## src/rtl/shp_seq_pkg.sv

```systemverilog
package shp_seq_pkg;

    localparam int NUM_SW = 5;

    typedef struct packed {
        logic [NUM_SW-1:0] sw;
        logic              pre;
        logic              smp;
        logic              shr;
    } seq_out_t;

endpackage

```

## src/rtl/shp_seq_timer.sv

```systemverilog
module shp_seq_timer #(
    parameter int SUB_CYC = 10,
    localparam int OFF_W = (SUB_CYC > 1) ? $clog2(SUB_CYC) : 1
) (
    input  logic             clk,
    input  logic             rst_n,
    input  logic             act_d,
    output logic [1:0]       sub_d,
    output logic [OFF_W-1:0] off_d,
    output logic             last_q
);

    localparam logic [OFF_W-1:0] OFF_END = OFF_W'(SUB_CYC - 1);

    typedef struct packed {
        logic             running;
        logic [1:0]       sub;
        logic [OFF_W-1:0] off;
    } tmr_t;

    tmr_t st_q, st_d;

    assign last_q = st_q.running && (st_q.sub == 2'd3) && (st_q.off == OFF_END);

    always_comb begin
        st_d         = st_q;
        st_d.running = act_d;
        if (!act_d || !st_q.running || last_q) begin
            st_d.sub = 2'd0;
            st_d.off = '0;
        end else if (st_q.off == OFF_END) begin
            st_d.sub = st_q.sub + 2'd1;
            st_d.off = '0;
        end else begin
            st_d.off = st_q.off + OFF_W'(1);
        end
    end

    always_ff @(posedge clk or negedge rst_n) begin
        if (!rst_n) st_q <= '0;
        else        st_q <= st_d;
    end

    assign sub_d = st_d.sub;
    assign off_d = st_d.off;

endmodule

```

## src/rtl/shp_seq_decode.sv

```systemverilog
module shp_seq_decode
    import shp_seq_pkg::*;
#(
    parameter int SUB_CYC = 10,
    localparam int OFF_W = (SUB_CYC > 1) ? $clog2(SUB_CYC) : 1
) (
    input  logic             act,
    input  logic [1:0]       sub,
    input  logic [OFF_W-1:0] off,
    output seq_out_t         pat
);

    localparam logic [OFF_W-1:0] OFF_END = OFF_W'(SUB_CYC - 1);
    localparam logic [OFF_W-1:0] OFF_STB = OFF_W'(1);

    logic first, in_base, in_flip, in_sig, in_out;

    always_comb begin
        first   = (off == '0);
        in_base = act && (sub == 2'd0);
        in_flip = act && (sub == 2'd1);
        in_sig  = act && (sub == 2'd2);
        in_out  = act && (sub == 2'd3);

        pat       = '0;
        pat.pre   = in_base && first;
        pat.sw[0] = (in_base || in_sig) && !first;
        pat.sw[1] = in_base && !first;
        pat.sw[4] = in_base && !first;
        pat.sw[2] = (in_flip && !first) || in_sig || in_out;
        pat.sw[3] = (in_flip && !first) || in_sig || in_out;
        pat.smp   = in_out && (off == OFF_STB);
        pat.shr   = in_out && (off == OFF_END);
    end

endmodule

```

## src/rtl/shp_seq_ctrl.sv

```systemverilog
module shp_seq_ctrl #(
    parameter int FRAME_W = 8
) (
    input  logic               clk,
    input  logic               rst_n,
    input  logic               run,
    input  logic               cont_mode,
    input  logic               trig,
    input  logic [FRAME_W-1:0] n_frames,
    input  logic               last_q,
    output logic               act_d
);

    typedef struct packed {
        logic               active;
        logic               cont;
        logic [FRAME_W-1:0] left;
    } ctl_t;

    ctl_t st_q, st_d;

    always_comb begin
        st_d = st_q;
        if (!st_q.active) begin
            if (run && (cont_mode || (trig && (n_frames != '0)))) begin
                st_d.active = 1'b1;
                st_d.cont   = cont_mode;
                st_d.left   = n_frames;
            end
        end else if (last_q) begin
            if (run && (st_q.cont || (st_q.left > FRAME_W'(1)))) begin
                if (!st_q.cont) st_d.left = st_q.left - FRAME_W'(1);
            end else begin
                st_d.active = 1'b0;
                st_d.left   = '0;
            end
        end
    end

    always_ff @(posedge clk or negedge rst_n) begin
        if (!rst_n) st_q <= '0;
        else        st_q <= st_d;
    end

    assign act_d = st_d.active;

endmodule

```

## src/rtl/shp_seq_top.sv

```systemverilog
module shp_seq_top
    import shp_seq_pkg::*;
#(
    parameter int SUB_CYC = 10,
    parameter int FRAME_W = 8,
    localparam int OFF_W = (SUB_CYC > 1) ? $clog2(SUB_CYC) : 1
) (
    input  logic               clk,
    input  logic               rst_n,
    input  logic               run,
    input  logic               cont_mode,
    input  logic               trig,
    input  logic [FRAME_W-1:0] n_frames,
    output logic [4:0]         sw_ctl,
    output logic               pre_rst,
    output logic               smp_stb,
    output logic               shp_rst
);

    logic             act_d;
    logic             last_q;
    logic [1:0]       sub_d;
    logic [OFF_W-1:0] off_d;
    seq_out_t         pat_d, out_q;

    initial begin
        if (SUB_CYC < 3) $error("SUB_CYC must be at least 3");
    end

    shp_seq_ctrl #(.FRAME_W(FRAME_W)) u_ctrl (
        .clk       (clk),
        .rst_n     (rst_n),
        .run       (run),
        .cont_mode (cont_mode),
        .trig      (trig),
        .n_frames  (n_frames),
        .last_q    (last_q),
        .act_d     (act_d)
    );

    shp_seq_timer #(.SUB_CYC(SUB_CYC)) u_timer (
        .clk    (clk),
        .rst_n  (rst_n),
        .act_d  (act_d),
        .sub_d  (sub_d),
        .off_d  (off_d),
        .last_q (last_q)
    );

    shp_seq_decode #(.SUB_CYC(SUB_CYC)) u_dec (
        .act (act_d),
        .sub (sub_d),
        .off (off_d),
        .pat (pat_d)
    );

    always_ff @(posedge clk or negedge rst_n) begin
        if (!rst_n) out_q <= '0;
        else        out_q <= pat_d;
    end

    assign sw_ctl  = out_q.sw;
    assign pre_rst = out_q.pre;
    assign smp_stb = out_q.smp;
    assign shp_rst = out_q.shr;

endmodule

```

## config.mk

```make
export PLATFORM = sky130hd
export DESIGN_NAME = shp_seq_top
export DESIGN_NICKNAME = d
export VERILOG_FILES = /design/src/rtl/shp_seq_pkg.sv /design/src/rtl/shp_seq_timer.sv /design/src/rtl/shp_seq_decode.sv /design/src/rtl/shp_seq_ctrl.sv /design/src/rtl/shp_seq_top.sv
export SDC_FILE = /design/constraint.sdc
export NUM_CORES = 1
export LEC_CHECK = 0
export BUFFER_PORTS_ARGS = -buffer_cell sky130_fd_sc_hd__buf_2
export CORE_UTILIZATION = 30
export DETAILED_ROUTE_END_ITERATION = 10
export PLACE_DENSITY = 0.44
export SLEW_MARGIN = 5
export SYNTH_ARGS = -nofsm -noshare
export SYNTH_HDL_FRONTEND = slang
export SYNTH_SLANG_ARGS = --single-unit
```

## constraint.sdc

```tcl
create_clock -name clk -period 2.62 [get_ports clk]
set_clock_uncertainty 0.15 [all_clocks]
set_input_delay 0.393 -clock clk [delete_from_list [all_inputs] [get_ports clk]]
set_output_delay 0.393 -clock clk [all_outputs]
set_load 0.005 [all_outputs]
```

==> summary.md <==
| Metric | Value |
|---|---|
| Die width | `67.99 um` |
| PortBufs | `20` |
| Post-synthesis sequential area ratio | `0.4215` |
| CTS resizes | `0` |
| Root buf cell | `clkbuf_8` |
| Max-slew violations | `0` |
| Vias in the first global route | `1107` |
| Crit-path slowest cell | `a22oi_1` |
| Initial antenna violation count | `0` |
| CTS tree | `yes` |
| Clk Latency, worst-skew pair | `0.26 ns` |
| Setup tns final | `0 ns` |
| Cell count after synthesis | `147` |
| Worst setup path class | `flip-flop to flip-flop` |
| HP Class | `primary input to flip-flop` |
| Max_slew headroom | `0.5167` |
| Cell with the most instances after synthesis | `nand2_1` |
| FMAX | `0.4674 GHz` |
| H-tree Lvls | `1` |
| Final Hold Vio Count | `0` |
| CP arrival | `2.17 ns` |
| Die height | `67.99 um` |
| DRT iter0 DRCs | `32` |
| Worst IR Drop VDD | `0.2686 mV` |
| Global-route wire length before repair | `5009 um` |
| Dominant cells by area after synthesis | `dfrtp_1 42%, nand2_1 6.6%, nor2_1 5.2%` |
| CTS Sinks | `22` |
| Post-synth cell types | `40` |
| Post-Syn Area | `1306 um^2` |
| Placement row count | `23` |
| CP bufs+invs | `0` |
| Worst setup margin | `0.4807 ns` |
| Leak pwr | `0.6793 nW` |
| DP Worst Slack | `0.4041 ns` |
| Status | `complete, no violations` |
| GR Overflow Total | `0` |
| Syn Nets | `165` |
| Flop pwr share | `0.438` |
| Period Utilization, post-route | `0.8165` |
| Crit path time final | `2.139 ns` |
| Setup crit end kind | `flip-flop` |
| Crit path launch type | `flip-flop` |
| Pwr dens | `871.2 nW/um^2` |
| Final setup vio count | `0` |
| DR vias/cell | `5.144` |
| Drt drc | `0` |
| Sw Share | `0.3999` |
| Drt first pass iters | `4` |
| Cell taking the most area after synthesis | `dfrtp_1` |
| NetSw | `0.0005136 W` |
| Post-CTS Setup Bufs | `0` |
| Post-synth EDFFs | `0` |
| Logic pwr share | `0.401` |
| Average cell area after synthesis | `8.886 um^2` |
| TritonCTS Buffers | `3` |
| Most frequent cells after synthesis | `23 x nand2_1, 22 x dfrtp_1, 18 x nor2_1` |
| Internal | `0.0007706 W` |
| Total Wirelength | `3029 um` |
| GRT Util Overall | `0.1455` |
| Crit-path max FO | `9` |
| RSZ-0062 raised after global routing | `no` |
| Delay-heaviest family, CP | `compound AO/OA/AOI/OAI gates` |
| DP HPWL | `2287 um` |
| Worst-Margin Slew | `0.7249 ns` |
| FF+latch count, synth | `22` |
| Bufs on Longest Clock Path | `2` |
| # diodes | `0` |
| Clock Power Share | `0.161` |
| Layout cell share with drive strength beyond 1 | `0.1697` |
| Initial Util | `0.3197` |
| Most common flop cell mapped by yosys | `dfrtp_1` |
| # IOs | `21` |
| Via Count | `1106` |
| WP data required | `2.65 ns` |
| ANT nets after route | `0` |
| Nets | `185` |
| Synth top area share | `0.4215` |
| Layout Utilization | `0.3607` |
| CORE AREA | `4086 um^2` |
| Power Total | `0.001284 W` |
| Maximum capacitance violations | `0` |
| Ys async rst share | `1.000` |
| Pin count of the biggest net entering global routing | `23` |
| Routability congestion estimate | `0.8451` |
| Die area | `4622 um^2` |
| Synth warnings | `0` |
| Clock slew at reported path FFs | `0.08 ns` |
| Worst path cell trace | `ha_1 -> nand3b_4 -> o21a_1 -> a22oi_1 -> a21oi_1 -> a31oi_1` |
| DR WL/cell | `14.09 um` |
| Critical path's largest stage delay | `0.57 ns` |
| Area grow syn2layout | `12.83%` |
-- worst paths after layout --
check,startpoint,slack [ns],endpoint,cells past startpoint
setup / recovery,u_timer.st_q[0],0.48,u_ctrl.st_q[2],6
hold / removal,n_frames[0],0.25,u_ctrl.st_q[0],3
setup reg to reg,u_timer.st_q[0],0.48,u_ctrl.st_q[2],6
hold reg to reg,u_ctrl.st_q[5],0.39,u_ctrl.st_q[5],1
max in group asynchronous,rst_n,1.50,u_timer.st_q[4],2
min in group asynchronous,rst_n,0.48,shp_rst,2
-- worst register-to-register path, delay by kind of cell (launching register included) --
kind | cells | cell delay [ns]
fa+ha+maj | 1 | 0.22
compound gates | 4 | 1.12
flops | 1 | 0.43
simple gates | 1 | 0.14
-- layout by cell type, fill, tap and decap left out, types with 4 or more instances in the layout --
cell / count
a21oi_1: 4
a31oi_1: 7
buf_2: 20
dfrtp_1: 22
ha_1: 5
inv_1: 5
nand2_1: 23
nand3_1: 4
nor2_1: 18
nor2b_1: 4
o21ai_0: 10
o31ai_1: 4
-- power groups by stage --
stage | clock (W) | sequential, W | combinational [W]
after global routing | 0.000225 | 0.000579 | 0.000591
after global placement | 0 | 0.000569 | 0.000512
final | 0.000207 | 0.000563 | 0.000515
after detailed placement | 0 | 0.000569 | 0.000517
after floorplan | 0 | 0.000517 | 0.000459
after CTS | 0.000213 | 0.000563 | 0.000520
-- sequential cells by signal, indices dropped and copies added (netlist names) --
| signal | cells |
|---|---|
| smp_stb | 1 |
| shp_rst | 1 |
| u_ctrl.st_q | 9 |
| pre_rst | 1 |
| sw_ctl | 3 |
| u_timer.st_q | 7 |
-- per-stage QoR --
| stage | hold WS (ns) | instances | area, um^2 |
|---|---|---|---|
| 6_report | 0.2488 | 215 | 1474 |
| 5_1_grt | 0.2531 | 215 | 1474 |
| 4_1_cts | 0.2420 | 215 | 1474 |
| 3_5_place_dp | 0.2455 | 211 | 1423 |
| 3_3_place_gp | 0.2388 | 211 | 1423 |
| 2_1_floorplan | -0.05259 | 147 | 1306 |
-- what timing repair did --
item                                    in CTS  in global routing
endpoints found under the setup margin       0                  0
hold buffers                                 1                  0
endpoints found under the hold margin       22                  0
-- cell families (layout without fill, tap and decap cells) --
| logic type | Yosys count | in the layout | synth area share |
|---|---|---|---|
| flip-flops | 22 | 22 | 0.4215 |
| AO/OA/AOI/OAI | 36 | 36 | 0.1772 |
| multiplexers | 1 | 1 | 0.007663 |
| adder cells (fa/ha/maj) | 5 | 5 | 0.04789 |
| XOR/XNOR | 3 | 3 | 0.02012 |
| AND/OR/NAND/NOR | 69 | 69 | 0.2759 |
| buffers and inverters | 11 | 29 | 0.04980 |
-- routing by layer --
layer,vias up,share of wire,global-route usage
met1,522,0.47,0.1756
met2,24,0.49,0.2610
met5,-,0,0
met3,2,0.039,0.02167
li1,558,-,-
met4,0,0.0056,0.04688
-- area by class of cell --
class	count	area (um^2)
inverter	5	18.77
sequential	22	550.5
clock buffer	3	41.29
multi-input combinational	114	690.7
tap	50	62.56
fill	432	2613
timing repair buffer	21	110.1
Power figures use the tool's default switching activity.
